==> config.mk <==
export PLATFORM = sky130hd
export DESIGN_NAME = async_mem_ctrl
export DESIGN_NICKNAME = d
export VERILOG_FILES = /design/src/rtl/amc_pkg.sv /design/src/rtl/amc_wait_sync.sv /design/src/rtl/amc_cfg_sel.sv /design/src/rtl/amc_seq.sv /design/src/rtl/async_mem_ctrl.sv
export SDC_FILE = /design/constraint.sdc
export NUM_CORES = 1
export LEC_CHECK = 0
export BUFFER_PORTS_ARGS = -buffer_cell sky130_fd_sc_hd__buf_2
export CAP_MARGIN = 20
export CELL_PAD_IN_SITES_DETAIL_PLACEMENT = 1
export CELL_PAD_IN_SITES_GLOBAL_PLACEMENT = 1
export CORE_UTILIZATION = 31
export CTS_CLUSTER_DIAMETER = 100
export CTS_CLUSTER_SIZE = 8
export DETAILED_ROUTE_END_ITERATION = 16
export GPL_TIMING_DRIVEN = 0
export PLACE_DENSITY = 0.84
export SYNTH_ARGS = -nofsm -noshare
export SYNTH_HDL_FRONTEND = slang
export SYNTH_SLANG_ARGS = --single-unit
export TNS_END_PERCENT = 1
==> constraint.sdc <==
create_clock -name clk -period 3.5 [get_ports clk]
set_input_delay 0.7 -clock clk [delete_from_list [all_inputs] [get_ports clk]]
set_output_delay 0.7 -clock clk [all_outputs]
set_load 0.05 [all_outputs]
==> src/rtl/amc_pkg.sv <==
package amc_pkg;
  localparam int TIM_W = 4;

  typedef logic [TIM_W-1:0] tlen_t;

  typedef enum logic [2:0] {
    PH_IDLE,
    PH_TURN,
    PH_SETUP,
    PH_STROBE,
    PH_HOLD
  } phase_e;

  typedef struct packed {
    tlen_t rd_setup;
    tlen_t rd_strobe;
    tlen_t rd_hold;
    tlen_t wr_setup;
    tlen_t wr_strobe;
    tlen_t wr_hold;
    tlen_t turn;
    logic  wide;
    logic  sel_strobe;
    logic  ext_wait;
  } cs_cfg_t;

  // A programmed phase length of zero is treated as one cycle.
  function automatic tlen_t at_least_one(tlen_t v);
    return (v == '0) ? tlen_t'(1) : v;
  endfunction

  // Length in cycles of the given phase for the given direction.
  function automatic tlen_t phase_len(cs_cfg_t c, logic wr, phase_e ph);
    case (ph)
      PH_TURN:   return c.turn;
      PH_SETUP:  return wr ? c.wr_setup  : c.rd_setup;
      PH_STROBE: return wr ? c.wr_strobe : c.rd_strobe;
      PH_HOLD:   return wr ? c.wr_hold   : c.rd_hold;
      default:   return tlen_t'(1);
    endcase
  endfunction

  // Merge a sampled data bus into the read accumulator.
  function automatic logic [15:0] merge_rd(logic [15:0] acc, logic [15:0] din,
                                           logic wide, logic two, logic upper);
    if (wide)  return two ? din : {8'h00, din[7:0]};
    if (upper) return {din[7:0], acc[7:0]};
    return {8'h00, din[7:0]};
  endfunction

  // Data bus contents for the current write access.
  function automatic logic [15:0] drive_wr(logic [15:0] wd, logic wide,
                                           logic two, logic upper);
    if (wide) return two ? wd : {8'h00, wd[7:0]};
    return {8'h00, upper ? wd[15:8] : wd[7:0]};
  endfunction
endpackage

==> src/rtl/amc_wait_sync.sv <==
module amc_wait_sync #(
  parameter int WIDTH = 4
) (
  input  logic             clk,
  input  logic             rst_n,
  input  logic [WIDTH-1:0] async_in,
  output logic [WIDTH-1:0] sync_out
);
  logic [WIDTH-1:0] stage1;

  for (genvar g = 0; g < WIDTH; g++) begin : g_bit
    always_ff @(posedge clk or negedge rst_n) begin
      if (!rst_n) begin
        stage1[g]   <= 1'b0;
        sync_out[g] <= 1'b0;
      end else begin
        stage1[g]   <= async_in[g];
        sync_out[g] <= stage1[g];
      end
    end
  end
endmodule

==> src/rtl/amc_cfg_sel.sv <==
module amc_cfg_sel
  import amc_pkg::*;
#(
  parameter int NUM_CS = 4,
  localparam int CS_W = $clog2(NUM_CS)
) (
  input  logic [NUM_CS-1:0][TIM_W-1:0] rd_setup,
  input  logic [NUM_CS-1:0][TIM_W-1:0] rd_strobe,
  input  logic [NUM_CS-1:0][TIM_W-1:0] rd_hold,
  input  logic [NUM_CS-1:0][TIM_W-1:0] wr_setup,
  input  logic [NUM_CS-1:0][TIM_W-1:0] wr_strobe,
  input  logic [NUM_CS-1:0][TIM_W-1:0] wr_hold,
  input  logic [NUM_CS-1:0][TIM_W-1:0] turn,
  input  logic [NUM_CS-1:0]            wide,
  input  logic [NUM_CS-1:0]            sel_strobe,
  input  logic [NUM_CS-1:0]            ext_wait,
  input  logic [CS_W-1:0]              sel,
  output cs_cfg_t                      cfg
);
  always_comb begin
    cfg.rd_setup   = at_least_one(rd_setup[sel]);
    cfg.rd_strobe  = at_least_one(rd_strobe[sel]);
    cfg.rd_hold    = at_least_one(rd_hold[sel]);
    cfg.wr_setup   = at_least_one(wr_setup[sel]);
    cfg.wr_strobe  = at_least_one(wr_strobe[sel]);
    cfg.wr_hold    = at_least_one(wr_hold[sel]);
    cfg.turn       = turn[sel];
    cfg.wide       = wide[sel];
    cfg.sel_strobe = sel_strobe[sel];
    cfg.ext_wait   = ext_wait[sel];
  end
endmodule

==> src/rtl/amc_seq.sv <==
module amc_seq
  import amc_pkg::*;
#(
  parameter int NUM_CS = 4,
  parameter int WIN_W  = 26,
  localparam int CS_W  = $clog2(NUM_CS)
) (
  input  logic             clk,
  input  logic             rst_n,
  input  logic             req_valid,
  input  logic [CS_W-1:0]  req_cs,
  input  logic [WIN_W-1:0] req_off,
  input  logic             req_write,
  input  logic [15:0]      req_wdata,
  input  logic             req_two,
  input  tlen_t            req_turn,
  input  cs_cfg_t          cfg,
  input  logic             wait_now,
  input  logic [15:0]      mem_din,
  output phase_e           phase,
  output logic [CS_W-1:0]  cur_cs,
  output logic             cur_wr,
  output logic [WIN_W-1:0] bus_addr,
  output logic [15:0]      bus_wdata,
  output logic             rsp_valid,
  output logic [15:0]      rsp_rdata,
  output logic             strobe_last,
  output logic             wait_extend,
  output logic             turn_active
);
  tlen_t            cnt;
  tlen_t            len;
  logic             at_end;
  logic [WIN_W-1:0] cur_off;
  logic [15:0]      cur_wdata;
  logic             cur_two;
  logic             upper;
  logic             last_valid;
  logic [CS_W-1:0]  last_cs;
  logic             last_wr;
  logic             need_turn;
  logic             split_more;

  assign len         = phase_len(cfg, cur_wr, phase);
  assign at_end      = (cnt == len - tlen_t'(1));
  assign need_turn   = last_valid && ((last_cs != req_cs) || (last_wr != req_write))
                       && (req_turn != '0);
  assign strobe_last = (phase == PH_STROBE) && at_end;
  assign wait_extend = strobe_last && cfg.ext_wait && wait_now;
  assign turn_active = (phase == PH_TURN);
  assign split_more  = cur_two && !cfg.wide && !upper;
  assign bus_addr    = cur_off + WIN_W'(upper);
  assign bus_wdata   = drive_wr(cur_wdata, cfg.wide, cur_two, upper);

  always_ff @(posedge clk or negedge rst_n) begin
    if (!rst_n) begin
      phase      <= PH_IDLE;
      cnt        <= '0;
      cur_cs     <= '0;
      cur_off    <= '0;
      cur_wr     <= 1'b0;
      cur_wdata  <= '0;
      cur_two    <= 1'b0;
      upper      <= 1'b0;
      last_valid <= 1'b0;
      last_cs    <= '0;
      last_wr    <= 1'b0;
      rsp_valid  <= 1'b0;
      rsp_rdata  <= '0;
    end else begin
      rsp_valid <= 1'b0;
      case (phase)
        PH_IDLE: begin
          if (req_valid) begin
            cur_cs    <= req_cs;
            cur_off   <= req_off;
            cur_wr    <= req_write;
            cur_wdata <= req_wdata;
            cur_two   <= req_two;
            upper     <= 1'b0;
            cnt       <= '0;
            rsp_rdata <= '0;
            phase     <= need_turn ? PH_TURN : PH_SETUP;
          end
        end
        PH_TURN: begin
          if (at_end) begin
            phase <= PH_SETUP;
            cnt   <= '0;
          end else begin
            cnt <= cnt + tlen_t'(1);
          end
        end
        PH_SETUP: begin
          if (at_end) begin
            phase <= PH_STROBE;
            cnt   <= '0;
          end else begin
            cnt <= cnt + tlen_t'(1);
          end
        end
        PH_STROBE: begin
          if (at_end) begin
            if (!wait_extend) begin
              phase <= PH_HOLD;
              cnt   <= '0;
              if (!cur_wr) rsp_rdata <= merge_rd(rsp_rdata, mem_din, cfg.wide, cur_two, upper);
            end
          end else begin
            cnt <= cnt + tlen_t'(1);
          end
        end
        PH_HOLD: begin
          if (at_end) begin
            cnt <= '0;
            if (split_more) begin
              upper <= 1'b1;
              phase <= PH_SETUP;
            end else begin
              phase      <= PH_IDLE;
              rsp_valid  <= 1'b1;
              last_valid <= 1'b1;
              last_cs    <= cur_cs;
              last_wr    <= cur_wr;
            end
          end else begin
            cnt <= cnt + tlen_t'(1);
          end
        end
        default: phase <= PH_IDLE;
      endcase
    end
  end
endmodule

==> src/rtl/async_mem_ctrl.sv <==
module async_mem_ctrl
  import amc_pkg::*;
#(
  parameter int NUM_CS  = 4,
  parameter int WIN_W   = 26,
  localparam int CS_W   = $clog2(NUM_CS),
  localparam int ADDR_W = WIN_W + CS_W
) (
  input  logic                         clk,
  input  logic                         rst_n,
  input  logic                         req_valid,
  output logic                         req_ready,
  input  logic [ADDR_W-1:0]            req_addr,
  input  logic                         req_write,
  input  logic [15:0]                  req_wdata,
  input  logic                         req_two,
  output logic                         rsp_valid,
  output logic [15:0]                  rsp_rdata,
  input  logic [NUM_CS-1:0][TIM_W-1:0] cfg_rd_setup,
  input  logic [NUM_CS-1:0][TIM_W-1:0] cfg_rd_strobe,
  input  logic [NUM_CS-1:0][TIM_W-1:0] cfg_rd_hold,
  input  logic [NUM_CS-1:0][TIM_W-1:0] cfg_wr_setup,
  input  logic [NUM_CS-1:0][TIM_W-1:0] cfg_wr_strobe,
  input  logic [NUM_CS-1:0][TIM_W-1:0] cfg_wr_hold,
  input  logic [NUM_CS-1:0][TIM_W-1:0] cfg_turn,
  input  logic [NUM_CS-1:0]            cfg_wide,
  input  logic [NUM_CS-1:0]            cfg_sel_strobe,
  input  logic [NUM_CS-1:0]            cfg_ext_wait,
  output logic [NUM_CS-1:0]            mem_cs_n,
  output logic                         mem_oe_n,
  output logic                         mem_we_n,
  output logic [WIN_W-1:0]             mem_addr,
  output logic [15:0]                  mem_dout,
  output logic                         mem_dout_en,
  input  logic [15:0]                  mem_din,
  input  logic [NUM_CS-1:0]            mem_wait
);
  logic [CS_W-1:0]   req_cs;
  logic [WIN_W-1:0]  req_off;
  cs_cfg_t           cfg_req;
  cs_cfg_t           cfg_cur;
  phase_e            phase;
  logic [CS_W-1:0]   cur_cs;
  logic              cur_wr;
  logic [NUM_CS-1:0] wait_s;
  logic              wait_now;
  logic              in_cycle;
  logic              in_strobe;
  logic              cs_active;
  // Named internal events for the bound checker.
  logic              strobe_last;
  logic              wait_extend;
  logic              turn_active;

  assign req_cs  = req_addr[ADDR_W-1:WIN_W];
  assign req_off = req_addr[WIN_W-1:0];

  amc_cfg_sel #(.NUM_CS(NUM_CS)) u_cfg_req (
    .rd_setup(cfg_rd_setup), .rd_strobe(cfg_rd_strobe), .rd_hold(cfg_rd_hold),
    .wr_setup(cfg_wr_setup), .wr_strobe(cfg_wr_strobe), .wr_hold(cfg_wr_hold),
    .turn(cfg_turn), .wide(cfg_wide), .sel_strobe(cfg_sel_strobe),
    .ext_wait(cfg_ext_wait), .sel(req_cs), .cfg(cfg_req)
  );

  amc_cfg_sel #(.NUM_CS(NUM_CS)) u_cfg_cur (
    .rd_setup(cfg_rd_setup), .rd_strobe(cfg_rd_strobe), .rd_hold(cfg_rd_hold),
    .wr_setup(cfg_wr_setup), .wr_strobe(cfg_wr_strobe), .wr_hold(cfg_wr_hold),
    .turn(cfg_turn), .wide(cfg_wide), .sel_strobe(cfg_sel_strobe),
    .ext_wait(cfg_ext_wait), .sel(cur_cs), .cfg(cfg_cur)
  );

  amc_wait_sync #(.WIDTH(NUM_CS)) u_wait_sync (
    .clk(clk), .rst_n(rst_n), .async_in(mem_wait), .sync_out(wait_s)
  );

  assign wait_now = wait_s[cur_cs];

  amc_seq #(.NUM_CS(NUM_CS), .WIN_W(WIN_W)) u_seq (
    .clk(clk), .rst_n(rst_n),
    .req_valid(req_valid), .req_cs(req_cs), .req_off(req_off),
    .req_write(req_write), .req_wdata(req_wdata), .req_two(req_two),
    .req_turn(cfg_req.turn), .cfg(cfg_cur), .wait_now(wait_now),
    .mem_din(mem_din), .phase(phase), .cur_cs(cur_cs), .cur_wr(cur_wr),
    .bus_addr(mem_addr), .bus_wdata(mem_dout),
    .rsp_valid(rsp_valid), .rsp_rdata(rsp_rdata),
    .strobe_last(strobe_last), .wait_extend(wait_extend),
    .turn_active(turn_active)
  );

  assign in_cycle  = (phase == PH_SETUP) || (phase == PH_STROBE) || (phase == PH_HOLD);
  assign in_strobe = (phase == PH_STROBE);
  assign cs_active = cfg_cur.sel_strobe ? in_strobe : in_cycle;

  assign req_ready   = (phase == PH_IDLE);
  assign mem_oe_n    = !(in_strobe && !cur_wr);
  assign mem_we_n    = !(in_strobe && cur_wr);
  assign mem_dout_en = in_cycle && cur_wr;

  for (genvar g = 0; g < NUM_CS; g++) begin : g_cs
    assign mem_cs_n[g] = !(cs_active && (cur_cs == CS_W'(g)));
  end
endmodule

==> key figures <==
CTS
  – Clock Latency Late Sink: about 0.34 ns
  – Clk sinks: 83
  – Root buffer cell: clkbuf_16
  – TritonCTS clock tree: yes
  – Worst-path clk slew: 0.06 ns
  – Clk buf depth: 2
  – CTS H-Tree Depth: 3
  – TritonCTS Buffers: 9

Global route
  – Pin count of the biggest net entering global routing: 70
  – GR peak layer: met2
  – Met3 Track Usage GR: ~5%
  – First-pass GRT wire length: around 34,000 um
  – Met2 Use GR: between 40 and 50%
  – GRT met1 Usage: 30.3%
  – Grt ovf: 0
  – Initial antenna violation count: 3
  – Gr usage total: 24.2%
  – Vias in the first global route: about 6,200

Synthesis
  – Synth Area in XOR/XNOR: 5.11%
  – Share of Yosys cell area claimed by the top area cell type: between 30 and 40%
  – Simple-gate share of the synthesized area: between 20% and 30%
  – Synth top cells by count: nand2_1, dfrtp_1, mux2i_1
  – Compound-Gate Fraction of Synth Area: between 8 and 9%
  – Most numerous cell in the Yosys netlist: nand2_1
  – Syn Area/Cell: 9.41 sq um
  – Largest family of logic cells by synthesized area: simple AND/OR/NAND/NOR gates
  – Post-synthesis register bit count: a little over 80
  – Synth warn: 0
  – Post-synth EDFFs: 0
  – Multiplexer share of the synthesized area: 17.7%
  – Top cells by area, synth: dfrtp_1, nand2_1, mux4_2
  – Synthesized-area fraction occupied by adder cells: less than 1%
  – Area leader, netlist: dfrtp_1
  – Seq/Total Area, Yosys: a little under two fifths
  – Synth unique cells: slightly below 70
  – Synth Cell Area: ~0.0056 sq mm
  – Fraction of registers with async set/reset: 100%
  – Post-synthesis cell count: 598
  – Top FF cell, synth: dfrtp_1
  – Syn_nets: 795

Routing
  – Pre-Repair DR Iteration Count: 5
  – Drt drc: 0
  – Initial DRC count: 203
  – Final ANT Viol Nets: 0
  – Avg WL per Cell: 20.1 um
  – DRT Wirelength: 22,300 um
  – Vias per inst: about 5.2
  – DR vias: 5,827

Setup path
  – R2R depth: 15
  – CP Class: register to register
  – Req. time, crit path: about 3.7 ns
  – Worst setup EP type: register
  – Worst R2R Setup Slack: -0.24 ns
  – Crit path DAT: between 3 and 4 ns
  – Crit-path max FO: 10
  – CP startpoint kind: register

Placement
  – RePlAce Congestion: roughly 0.88
  – Placed Area: roughly 0.0072 sq mm
  – Port Buf Inserts: about 260
  – Hpwl dp: roughly 17,000 um
  – Placed Cells: around 1,100

Finish
  – Final #Nets: roughly 1,100
  – Share of cells above drive strength 1: approximately 43%
  – Final Instance Area: 0.00790 sq mm
  – Area Growth Syn to Fin: 40.5%
  – Final std cells w/o fill: ~1,100
  – # fillers: 2,119
  – Final core utilization: about 45%

Power
  – Static leakage: ~4.0 nW
  – Worst VDD drop: between 500 and 600 uV
  – Pwr per Cell Area: ~1000 mW/mm^2

STA
  – Final clock skew: just under 0.01 ns
  – Post-route setup slack: -0.239 ns
  – Tcrit/Tclk final: 107%
  – Slew HR: between 50 and 60%
  – Hold Vio Cnt, Final: 0
  – RSZ-0062 raised after global routing: yes
  – Worst-Margin Slew: about 0.71 ns
  – F_max: 267 MHz
  – Slew Viols, Final: 0
  – Final Setup Violations: 24
  – Min Tclk post-route: approximately 3.7 ns

Floorplanning
  – FP Rows: 48
  – Die width: ~140 um
  – Die Area: roughly 0.019 sq mm
  – Die Height: roughly 140 um
  – Initial cell density of the core: 32.1%
  – Core area: between 0.015 and 0.02 sq mm
  – Io pins: 260

Run status
  – Failing checks: negative setup slack
  – Outcome: finished with violations

Run
  – MaxCap Viol Count: 0

Worst hold path
  – Hold Crit Class: primary input to async pin
-- cells in the final DEF, fill, tap and decap left out, drive strengths merged, types with 8 or more instances in the layout --
master and instances:
nor4 10, inv 17, nand3 15, dfrtp 83, a22o 12, buf 295, mux4 22, and3 19
nand2 169, mux2 21, nand4 10, xor2 13, nor2 20, nor3 15, xnor2 19, o21ai 8
mux2i 22, clkbuf 25
-- metal layers --
metal | part of all wire (%) | wire length (um)
met5 | 0 | 0
met2 | 51 | 11300
met4 | 1.9 | 425
met3 | 5.0 | 1110
met1 | 42 | 9440
-- worst paths after layout --
kind                                       startpoint                      end
max in group asynchronous                       rst_n  u_wait_sync.sync_out[3]
worst max register to register        u_seq.cur_cs[1]         u_seq.last_cs[1]
min in group clk                u_wait_sync.stage1[2]  u_wait_sync.sync_out[2]
worst min register to register  u_wait_sync.stage1[2]  u_wait_sync.sync_out[2]
worst max-delay path                  u_seq.cur_cs[1]         u_seq.last_cs[1]
worst min-delay path                            rst_n       u_seq.rsp_rdata[4]
-- critical path, stage by stage, from the launching register on --
cell and delay [ns]:
dfrtp_1 0.42, buf_8 0.17, buf_12 0.15, mux4_2 0.55
nand3_2 0.10, nand4_1 0.14, a311oi_2 0.31, ha_4 0.26
xor2_2 0.13, nand2b_1 0.08, mux2i_2 0.20, nor4b_4 0.24
a21oi_2 0.08, or3_1 0.34, buf_6 0.15, mux2_4 0.29
-- area by class of cell --
class                   instances  area [sq um]  area share, %
multi-input cells             461          3400           43.0
diodes                          2          5.00         0.0633
plain buffers                  37           305           3.86
inverters                      16          60.1          0.760
clock buffers                  10           229           2.90
clock inverters                 4          76.3          0.966
repair buffers                273          1470           18.6
flip-flops and latches         83          2080           26.3
well taps                     225           282           3.56
-- registers in the layout, summed over array words and instances, names as in the netlist --
register / cells
u_seq.cur_off: 26
u_seq.cur_wdata: 16
u_seq.rsp_rdata: 16
u_seq.cnt: 4
u_wait_sync.stage1: 4
u_wait_sync.sync_out: 4
u_seq.phase: 3
u_seq.cur_cs: 2
u_seq.last_cs: 2
u_seq.cur_two: 1
u_seq.cur_wr: 1
u_seq.last_valid: 1
u_seq.last_wr: 1
u_seq.rsp_valid: 1
u_seq.upper: 1
-- through the flow --
| step | hold slack, ns | setup TNS (ns) | setup slack, ns | total power, mW |
|---|---|---|---|---|
| after floorplan | 0.331 | -2.76 | -0.187 | 5.29 |
| after global placement | 0.332 | -17.53 | -0.738 | 6.40 |
| after detailed placement | 0.336 | -18.20 | -0.756 | 6.52 |
| after CTS | 0.212 | -5.21 | -0.284 | 7.88 |
| after global routing | 0.220 | -8.03 | -0.375 | 8.51 |
| final | 0.216 | -3.87 | -0.239 | 8.04 |
-- timing repair --
item,in CTS,in global routing
endpoints found under the setup margin,49,42
gates resized for setup,41,22
pin swaps,7,5
buffers inserted,5,8
hold buffers,0,0
-- power by group --
part / total (mW) / switching, mW / internal (mW)
clock: 1.01 / 0.392 / 0.620
combinational: 5.31 / 3.22 / 2.09
sequential: 1.72 / 0.356 / 1.36
-- cell families after synthesis --
logic type | Yosys count
muxes | 65
xor gates and xnor gates | 32
DFF | 83
adders and majority gates | 4
AOI/OAI and AO/OA | 59
and+or+nand+nor | 301
buffers and inverters | 54
(Power assumes the default switching activity.)
